## src/rtl/i2c_scl_timing_pkg.sv

```systemverilog
package i2c_scl_timing_pkg;
  typedef enum logic [1:0] {
    OP_START  = 2'd0,
    OP_RSTART = 2'd1,
    OP_STOP   = 2'd2,
    OP_BIT    = 2'd3
  } op_e;

  typedef enum logic [2:0] {
    S_IDLE = 3'd0,
    S_BUF  = 3'd1,
    S_HOLD = 3'd2,
    S_LO   = 3'd3,
    S_WHI  = 3'd4,
    S_SU   = 3'd5,
    S_HI   = 3'd6
  } st_e;
endpackage

```

## src/rtl/i2c_sclt_cfg.sv

```systemverilog
module i2c_sclt_cfg #(
  parameter int CFG_W  = 32,
  parameter int CODE_W = 3,
  parameter int LO_LSB = 0,
  parameter int HI_LSB = 4,
  parameter int CNT_W  = CODE_W + 1,
  parameter logic [CFG_W-1:0] RST_VAL = 32'h77
) (
  input  logic             clk,
  input  logic             rst,
  input  logic             cfg_we,
  input  logic [CFG_W-1:0] cfg_wdata,
  output logic [CFG_W-1:0] cfg_rdata,
  output logic [CNT_W-1:0] lo_len,
  output logic [CNT_W-1:0] hi_len
);
  localparam logic [CFG_W-1:0] CODE_ONES = CFG_W'((1 << CODE_W) - 1);
  localparam logic [CFG_W-1:0] FIELD_MASK = (CODE_ONES << LO_LSB) | (CODE_ONES << HI_LSB);

  logic [CFG_W-1:0] cfg_q;

  always_ff @(posedge clk) begin
    if (rst) cfg_q <= RST_VAL & FIELD_MASK;
    else if (cfg_we) cfg_q <= cfg_wdata & FIELD_MASK;
  end

  assign cfg_rdata = cfg_q;
  assign lo_len = CNT_W'(cfg_q[LO_LSB +: CODE_W]) + CNT_W'(2);
  assign hi_len = CNT_W'(cfg_q[HI_LSB +: CODE_W]) + CNT_W'(2);


  cfg_wr_chk: assert property (@(posedge clk) disable iff (rst)
    cfg_we |=> (cfg_rdata == ($past(cfg_wdata) & FIELD_MASK)));
endmodule

```

## src/rtl/i2c_sclt_sync.sv

```systemverilog
module i2c_sclt_sync #(
  parameter int STAGES = 2
) (
  input  logic clk,
  input  logic rst,
  input  logic din,
  output logic dout
);
  logic [STAGES-1:0] sr;

  generate
    for (genvar g = 0; g < STAGES; g++) begin : g_stage
      if (g == 0) begin : g_first
        always_ff @(posedge clk) begin
          if (rst) sr[0] <= 1'b1;
          else sr[0] <= din;
        end
      end else begin : g_next
        always_ff @(posedge clk) begin
          if (rst) sr[g] <= 1'b1;
          else sr[g] <= sr[g-1];
        end
      end
    end
  endgenerate

  assign dout = sr[STAGES-1];
endmodule

```

## src/rtl/i2c_sclt_cnt.sv

```systemverilog
module i2c_sclt_cnt #(
  parameter int CNT_W = 4
) (
  input  logic             clk,
  input  logic             rst,
  input  logic             tick,
  input  logic             start,
  input  logic [CNT_W-1:0] len,
  output logic             last
);
  logic [CNT_W-1:0] cnt;
  logic [CNT_W-1:0] len_q;

  always_ff @(posedge clk) begin
    if (rst) begin
      cnt   <= '0;
      len_q <= CNT_W'(2);
    end else if (start) begin
      cnt   <= '0;
      len_q <= len;
    end else if (tick) begin
      cnt <= cnt + CNT_W'(1);
    end
  end

  assign last = tick && (cnt == (len_q - CNT_W'(1)));
endmodule

```

## src/rtl/i2c_sclt_fsm.sv

```systemverilog
module i2c_sclt_fsm
  import i2c_scl_timing_pkg::*;
#(
  parameter int CNT_W = 4
) (
  input  logic             clk,
  input  logic             rst,
  input  logic             req_valid,
  input  logic [1:0]       req_op,
  input  logic             req_bit,
  input  logic             scl_s,
  input  logic             cnt_last,
  input  logic [CNT_W-1:0] lo_len,
  input  logic [CNT_W-1:0] hi_len,
  output logic             cnt_start,
  output logic [CNT_W-1:0] cnt_len,
  output logic             req_ready,
  output logic             phase_done,
  output logic             scl_pull,
  output logic             sda_pull
);
  st_e state;
  op_e op_q;
  logic acc;

  assign req_ready = (state == S_IDLE);
  assign acc = req_valid && req_ready;

  always_comb begin
    cnt_start = 1'b0;
    cnt_len   = lo_len;
    case (state)
      S_IDLE: if (acc) cnt_start = 1'b1;
      S_BUF: if (cnt_last) begin
        cnt_start = 1'b1;
        cnt_len   = hi_len;
      end
      S_WHI: if (scl_s) begin
        cnt_start = 1'b1;
        cnt_len   = (op_q == OP_RSTART) ? lo_len : hi_len;
      end
      S_SU: if (cnt_last && op_q == OP_RSTART) begin
        cnt_start = 1'b1;
        cnt_len   = hi_len;
      end
      default: ;
    endcase
  end

  always_ff @(posedge clk) begin
    if (rst) begin
      state      <= S_IDLE;
      op_q       <= OP_START;
      phase_done <= 1'b0;
      scl_pull   <= 1'b0;
      sda_pull   <= 1'b0;
    end else begin
      phase_done <= 1'b0;
      case (state)
        S_IDLE: if (acc) begin
          op_q <= op_e'(req_op);
          if (op_e'(req_op) == OP_START) begin
            scl_pull <= 1'b0;
            sda_pull <= 1'b0;
            state    <= S_BUF;
          end else begin
            scl_pull <= 1'b1;
            case (op_e'(req_op))
              OP_RSTART: sda_pull <= 1'b0;
              OP_STOP:   sda_pull <= 1'b1;
              default:   sda_pull <= ~req_bit;
            endcase
            state <= S_LO;
          end
        end
        S_BUF: if (cnt_last) begin
          sda_pull <= 1'b1;
          state    <= S_HOLD;
        end
        S_HOLD: if (cnt_last) begin
          scl_pull   <= 1'b1;
          phase_done <= 1'b1;
          state      <= S_IDLE;
        end
        S_LO: if (cnt_last) begin
          scl_pull <= 1'b0;
          state    <= S_WHI;
        end
        S_WHI: if (scl_s) begin
          state <= (op_q == OP_BIT) ? S_HI : S_SU;
        end
        S_SU: if (cnt_last) begin
          if (op_q == OP_RSTART) begin
            sda_pull <= 1'b1;
            state    <= S_HOLD;
          end else begin
            sda_pull   <= 1'b0;
            phase_done <= 1'b1;
            state      <= S_IDLE;
          end
        end
        S_HI: if (cnt_last || !scl_s) begin
          scl_pull   <= 1'b1;
          phase_done <= 1'b1;
          state      <= S_IDLE;
        end
        default: state <= S_IDLE;
      endcase
    end
  end


  done_pulse_chk: assert property (@(posedge clk) disable iff (rst)
    phase_done |=> !phase_done);


  busy_ignore_chk: assert property (@(posedge clk) disable iff (rst)
    (req_valid && !req_ready) |=> $stable(op_q));


  stretch_wait_chk: assert property (@(posedge clk) disable iff (rst)
    (state == S_WHI && !scl_s) |=> (state == S_WHI && !scl_pull));


  high_cut_chk: assert property (@(posedge clk) disable iff (rst)
    (state == S_HI && !scl_s) |=> (scl_pull && phase_done));


  start_cond_chk: assert property (@(posedge clk) disable iff (rst)
    ($rose(sda_pull) && !scl_pull) |->
      ($past(state) == S_BUF || ($past(state) == S_SU && op_q == OP_RSTART)));
endmodule

```

## src/rtl/i2c_scl_timing.sv

```systemverilog
module i2c_scl_timing #(
  parameter int CFG_W       = 32,
  parameter int CODE_W      = 3,
  parameter int LO_LSB      = 0,
  parameter int HI_LSB      = 4,
  parameter int SYNC_STAGES = 2,
  parameter logic [CFG_W-1:0] RST_VAL = 32'h77
) (
  input  logic             clk,
  input  logic             rst,
  input  logic             tick,
  input  logic             cfg_we,
  input  logic [CFG_W-1:0] cfg_wdata,
  output logic [CFG_W-1:0] cfg_rdata,
  input  logic             req_valid,
  input  logic [1:0]       req_op,
  input  logic             req_bit,
  output logic             req_ready,
  output logic             phase_done,
  input  logic             scl_in,
  output logic             scl_pull,
  output logic             sda_pull
);
  localparam int CNT_W = CODE_W + 1;

  logic [CNT_W-1:0] lo_len, hi_len, cnt_len;
  logic scl_s, cnt_start, cnt_last;

  i2c_sclt_cfg #(
    .CFG_W(CFG_W), .CODE_W(CODE_W), .LO_LSB(LO_LSB), .HI_LSB(HI_LSB),
    .CNT_W(CNT_W), .RST_VAL(RST_VAL)
  ) u_cfg (
    .clk(clk), .rst(rst), .cfg_we(cfg_we), .cfg_wdata(cfg_wdata),
    .cfg_rdata(cfg_rdata), .lo_len(lo_len), .hi_len(hi_len)
  );

  i2c_sclt_sync #(.STAGES(SYNC_STAGES)) u_sync (
    .clk(clk), .rst(rst), .din(scl_in), .dout(scl_s)
  );

  i2c_sclt_cnt #(.CNT_W(CNT_W)) u_cnt (
    .clk(clk), .rst(rst), .tick(tick), .start(cnt_start),
    .len(cnt_len), .last(cnt_last)
  );

  i2c_sclt_fsm #(.CNT_W(CNT_W)) u_fsm (
    .clk(clk), .rst(rst), .req_valid(req_valid), .req_op(req_op),
    .req_bit(req_bit), .scl_s(scl_s), .cnt_last(cnt_last),
    .lo_len(lo_len), .hi_len(hi_len), .cnt_start(cnt_start),
    .cnt_len(cnt_len), .req_ready(req_ready), .phase_done(phase_done),
    .scl_pull(scl_pull), .sda_pull(sda_pull)
  );
endmodule

```

## config.mk

```make
export PLATFORM = sky130hd
export DESIGN_NAME = i2c_scl_timing
export DESIGN_NICKNAME = d
export VERILOG_FILES = /design/src/rtl/i2c_scl_timing_pkg.sv /design/src/rtl/i2c_sclt_cfg.sv /design/src/rtl/i2c_sclt_sync.sv /design/src/rtl/i2c_sclt_cnt.sv /design/src/rtl/i2c_sclt_fsm.sv /design/src/rtl/i2c_scl_timing.sv
export SDC_FILE = /design/constraint.sdc
export NUM_CORES = 1
export LEC_CHECK = 0
export BUFFER_PORTS_ARGS = -buffer_cell sky130_fd_sc_hd__buf_2
export CAP_MARGIN = 20
export CORE_MARGIN = 1.5
export CORE_UTILIZATION = 30
export CTS_CLUSTER_DIAMETER = 40
export DETAILED_ROUTE_END_ITERATION = 10
export RECOVER_POWER = 25
export SYNTH_ARGS = -nofsm -noshare
export SYNTH_HDL_FRONTEND = slang
export SYNTH_SLANG_ARGS = --single-unit
```

## constraint.sdc

```tcl
create_clock -name clk -period 5 [get_ports clk]
set_input_delay 0.25 -clock clk [delete_from_list [all_inputs] [get_ports clk]]
set_output_delay 0.25 -clock clk [all_outputs]
set_load 0.03 [all_outputs]
```

== After elaboration in Yosys (flattened, before gate mapping) ==
Index checks and enable logic that the tools add are counted.
Word-level totals
  bits in registers: 24
  input port bits: 41
  output and inout port bits: 36
  word-level logic and storage cells: 84
Cells by class
  add/sub/neg operators: 4
  equality and inequality tests: 18
  muxes and demuxes: 37
  bitwise operators: 1
  reductions and logical operators: 14
Operator list (number)
  3-bit 2-to-1 mux: 7
  3-bit one-hot mux with 7 select lines: 1
  1-bit 2-to-1 mux: 16
  4-bit 2-to-1 mux: 4
  4-bit one-hot mux with 3 select lines: 1
  2-bit by 1-bit inequality test with 1-bit output (second input constant): 5
  3-bit == test (second input constant): 3
  3-bit by 2-bit adder with 4-bit output (second input constant): 2
  1-bit one-hot mux with 4 select lines: 2
  7-bit AND reduction: 1
  3-bit by 2-bit == test with 1-bit output (second input constant): 2
  2-bit 2-to-1 mux: 3
  1-bit one-hot mux with 3 select lines: 2
  5-bit AND reduction: 1
  4-bit by 1-bit adder with 4-bit output (second input constant): 1
  2-bit by 1-bit == test with 1-bit output (second input constant): 2
  2-bit == test (second input constant): 2
  4-bit == test: 1
  2-bit inequality test (second input constant): 2
  4-bit AND reduction: 1
  4-bit nonzero test: 1
  4-bit by 1-bit subtractor with 4-bit output (second input constant): 1
  3-bit by 1-bit == test with 1-bit output (second input constant): 1
  1-bit logical AND: 3
  other kinds (9): 9

== Depth between registers and ports, before layout ==
  depth after elaboration: 7
  gate-level depth with buffers: 8
  gate-level depth less buffers: 7

== Cells and area by module ==
Synthesis repeated with hierarchy kept, for this count alone.
Second synthesis, totals
  cell total of the unflattened synthesis: 187
  area total of the unflattened synthesis: 1575.3 sq um
Modules (own cells, without submodules)
  i2c_sclt_fsm: times used 1, cells an instance 89, area each 660.6 sq um, seq. area each 160.2 sq um
  i2c_sclt_cfg: times used 1, cells an instance 53, area each 459.2 sq um, seq. area each 120.1 sq um
  i2c_sclt_cnt: times used 1, cells an instance 41, area each 402.9 sq um, seq. area each 160.2 sq um
  i2c_sclt_sync: times used 1, cells an instance 4, area each 52.6 sq um, seq. area each 40.0 sq um

== Worst setup path after synthesis ==
OpenSTA, ideal clock, no wires.
  kind: flip-flop to flip-flop
  start: register u_fsm.state[1]
  end: register u_fsm.sda_pull
  setup time: 0.128 ns
  data arrival time: 1.868 ns
  required time: 4.872 ns
  setup slack: 3.004 ns
  stages on the path, launching flop included: 7
  path buffers: 1
  clock period less this slack: 1.996 ns
  cell sequence: dfxtp_1 clkbuf_1 nor3_1 nand2_1 o31ai_1 mux2i_1 nor2_1
Between the ends
  word-level cells in the longest chain between the ends: 4
  elaborated cells on any way between the ends: 10
  those cells by class: eq/ne: 5; mux: 1; reduce/logical: 4
Ends and longest elaborated chain
  from (decl): line i2c_sclt_fsm.sv:22  | st_e state;
  from (signal assigned): line i2c_sclt_fsm.sv:90  | state <= (op_q == OP_BIT) ? S_HI : S_SU;
  3-bit zero test (*): line i2c_sclt_fsm.sv:26  | assign req_ready = (state == S_IDLE);
  named net req_ready: line i2c_scl_timing.sv:18  | output logic req_ready,
  1-bit logical AND: line i2c_sclt_fsm.sv:27  | assign acc = req_valid && req_ready;
  2-bit inequality test (no source line)
  4-bit AND reduction (no source line)
  to (signal assigned): line i2c_sclt_fsm.sv:71  | default: sda_pull <= ~req_bit;
  to (decl): line i2c_sclt_fsm.sv:20  | output logic sda_pull
Mark *: on every way through the listed nets, which the timed path passes. The rest lies on a longest branch.
A chain may end at the register's enable or synchronous reset.

== Final worst setup path ==
  start: register u_cnt.len_q[0]
  end: register u_cnt.len_q[1]
Between the ends
  word-level cells in the longest chain between the ends: 6
  elaborated cells on any way between the ends: 10
  those cells by class: add/sub: 1; eq/ne: 1; mux: 6; reduce/logical: 2
Ends and longest elaborated chain
  from (decl): line i2c_sclt_cnt.sv:12  | logic [CNT_W-1:0] len_q;
  from (signal assigned): line i2c_sclt_cnt.sv:20  | len_q <= len;
  4-bit by 1-bit subtractor with 4-bit output (*): line i2c_sclt_cnt.sv:26  | assign last = tick && (cnt == (len_q - CNT_W'(1)));
  4-bit == test (*): line i2c_sclt_cnt.sv:26
  1-bit logical AND (*): line i2c_sclt_cnt.sv:26
  1-bit logical AND: line i2c_sclt_fsm.sv:42  | S_SU: if (cnt_last && op_q == OP_RSTART) begin
  1-bit 2-to-1 mux or 4-bit 2-to-1 mux (tied branches): line i2c_sclt_fsm.sv:42
  1-bit one-hot mux with 4 select lines or 4-bit one-hot mux with 3 select lines (tied branches): line i2c_sclt_fsm.sv:32  | case (state)
Every way passes the cells marked *; elsewhere a longest branch is shown, timed or not.

==> flow_summary_export.csv <==
group,metric,value,unit
outcome,status,"complete, no violations",
placement,place_hpwl,2.15,mm
die,die_w,75.1,microns
drt,wirelength,2.84,mm
drt,vias,1234,
final_layout,fin_nets,247,
global_routing,grt_max_degree,20,
cts,ctsLongestPathBuffers,2,
drt,met3_length,139,microns
final_layout,drive_gt1_frac,0.175,
yosys,netlist_area,1560,sq um
die,num_rows,26,
global_routing,grt_usage,0.106,
sta,rsz0062_at_grt,"false",
die,dieArea,5640,sq um
critical_path,crit_type,"reg -> reg",
critical_path,start_kind,"flip-flop",
yosys,yosysSeqAreaShare,0.308,
sta,slew_violations,0,
yosys,synth-edff-count,0,
critical_path,endpoint_kind,"flip-flop",
cts,clk-insertion-delay-late,0.27,ns
global_routing,antenna_found_initial,0,
cts,cts_sinks,24,
power_and_ir_drop,p_leak,0.735,nW
run,cap_violations,0,
die,io_pins,77,
yosys,yosys-top-cells-count,"buf_4 (27), dfxtp_1 (24), nand2_1 (13), nor3_1 (11), mux2i_1 (10)",
power_and_ir_drop,power,782,uW
yosys,synth_area_leader_cell,"dfxtp_1",
yosys,synth-seq-cells,24,
cts,cts.repair.resized,0,
yosys,post-synth-top-count-cell,"buf_4",
yosys,ys_types,43,
final_layout,antenna_cells,0,
die,core_area,5040,sq um
die,die_y,75.1,microns
cts,path_clk_slew,0.09,ns
critical_path,arrival,2.29,ns
yosys,synth_area_leaders,"dfxtp_1 (31%), buf_4 (13%), mux2i_1 (6.4%)",
yosys,synthFlopType,"dfxtp_1",
critical_path,worstPathRequired,5.17,ns
sta,tightestPinTransition,0.805,ns
placement,gp_congestion,0.846,
yosys,yosys_warnings,0,
drt,drt-initial-drc-count,41,
drt,wl_met1,1.36,mm
global_routing,grt_pass1_wl,4.62,mm
yosys,syn_avg_cell_area,8.66,sq um
drt,drc_errors,0,
yosys,syn_inst,180,
cts,cts.htree.levels,1,
cts,cts_setup_buffers,0,
drt,wire_per_inst,10.5,microns
global_routing,grt_overflow,0,
sta,holdWs,0.149,ns
cts,tritoncts,"done",
critical_path,cp_max_fo,8,
sta,period_minus_slack,2.13,ns
die,start_util,0.309,
placement,portBuffers,24,
global_routing,first_global_vias,1016,
sta,fmax,0.470,GHz
sta,skew,0.00349,ns
yosys,yosysTopAreaCellShare,0.308,
drt,dr_wl_met2,1.28,mm
drt,drt-pass1-iter-count,4,
drt,drtAntennaViolNets,0,
sta,tns,0,ns
yosys,async_flop_share,0,
cts,clockRootBuffer,"clkbuf_8",
power_and_ir_drop,vdd_drop_max,154,uV
cts,postCtsHoldBufs,0,
sta,setup_viol_count_final,0,
hold_path,hp-class,"in -> reg",
cts,cts_buffers,3,
sta,hold_viol_final,0,
drt,viasPerCell,4.57,
final_layout,areaGrowthSynthToFinish,7.46,%
power_and_ir_drop,p_per_area,467,nW/um^2
sta,fin_crit_sh,0.425,
sta,slew_headroom,0.463,
drt,topRoutingLayerUsed,"met4",
[registers in the layout (all words and copies together), names as in the netlist]
register / count
u_fsm.op_q: 2
u_cfg.cfg_rdata: 6
u_sync.dout: 1
u_fsm.phase_done: 1
u_fsm.scl_pull: 1
u_cnt.len_q: 4
u_fsm.state: 3
u_sync.sr: 1
u_fsm.sda_pull: 1
u_cnt.cnt: 4
[final timing paths]
check	endpoint	slack (ns)	from	cells past startpoint
max	u_cnt.len_q[1]	2.87	u_cnt.len_q[0]	7
min	u_sync.sr[0]	0.15	scl_in	2
max reg2reg	u_cnt.len_q[1]	2.87	u_cnt.len_q[0]	7
min reg2reg	u_sync.dout	0.42	u_sync.sr[0]	1
[area by class of cell]
cell class,instances,area (sq um)
clock buffer,4,55.1
fill,559,3370
sequential,24,480
inverter,6,22.5
timing repair buffer,25,124
tap,70,87.6
multi-input combinational,141,906
[metal layers]
metal / vias to the layer above / track usage
met2: 41 / 0.167
met5: - / 0
met1: 564 / 0.141
met3: 5 / 0.0174
li1: 624 / -
met4: 0 / 0.0485
[placed cells by master (no fill, tap or decap), types with 2 or more instances in the layout]
cell type | synthesis | final
clkbuf_8 | 0 | 4
buf_2 | 0 | 23
o21ai_0 | 4 | 4
conb_1 | 1 | 26
nor3_2 | 2 | 2
or2_2 | 2 | 2
dfxtp_1 | 24 | 24
a311oi_1 | 4 | 4
nand2b_1 | 3 | 3
and3_1 | 2 | 2
xnor2_1 | 3 | 3
mux2i_1 | 10 | 10
nand3_1 | 5 | 5
ha_1 | 5 | 5
nor2_1 | 4 | 4
xor2_1 | 5 | 5
nor3_1 | 11 | 11
nand3b_1 | 6 | 6
nand4_1 | 2 | 2
nor2b_1 | 4 | 4
a21oi_1 | 9 | 9
o221ai_1 | 4 | 4
nand2_1 | 13 | 13
inv_1 | 6 | 6
[stage by stage]
| stage | std cells | utilization | cell area, sq um | worst slack (ns) |
|---|---|---|---|---|
| floorplan | 205 | - | 1650 | 3.00 |
| global route | 270 | 0.332 | 1680 | 2.67 |
| CTS | 269 | 0.332 | 1670 | 2.72 |
| finish | 270 | 0.332 | 1680 | 2.87 |
| detailed placement | 265 | 0.321 | 1620 | 2.74 |
| global placement | 265 | 0.321 | 1620 | 2.72 |
[power by group]
part | total (mW) | switching, mW | internal (mW)
combinational | 0.368 | 0.227 | 0.141
sequential | 0.278 | 0.0492 | 0.228
clock | 0.136 | 0.0660 | 0.0705
total | 0.782 | 0.342 | 0.440
[logic make-up (layout without fill, tap and decap cells)]
kind of cell	after synthesis	count (layout)	share of synthesized area
AND/OR/NAND/NOR	59	59	0.213
buffers and inverters	40	35	0.171
AO/OA/AOI/OAI	31	31	0.134
flip-flops	24	24	0.308
multiplexers	11	11	0.0714
XOR/XNOR	9	9	0.0594
adder cells (fa/ha/maj)	5	5	0.0401
other	1	26	0.00241
[critical path, cell delays in order (launching register included)]
cell and delay, ns:
dfxtp_1 0.41, inv_1 0.07, ha_1 0.30, xor2_1 0.20
nand4_2 0.20, nor2_2 0.32, o221ai_1 0.20, a311o_1 0.33
Power figures use the tool's default switching activity.
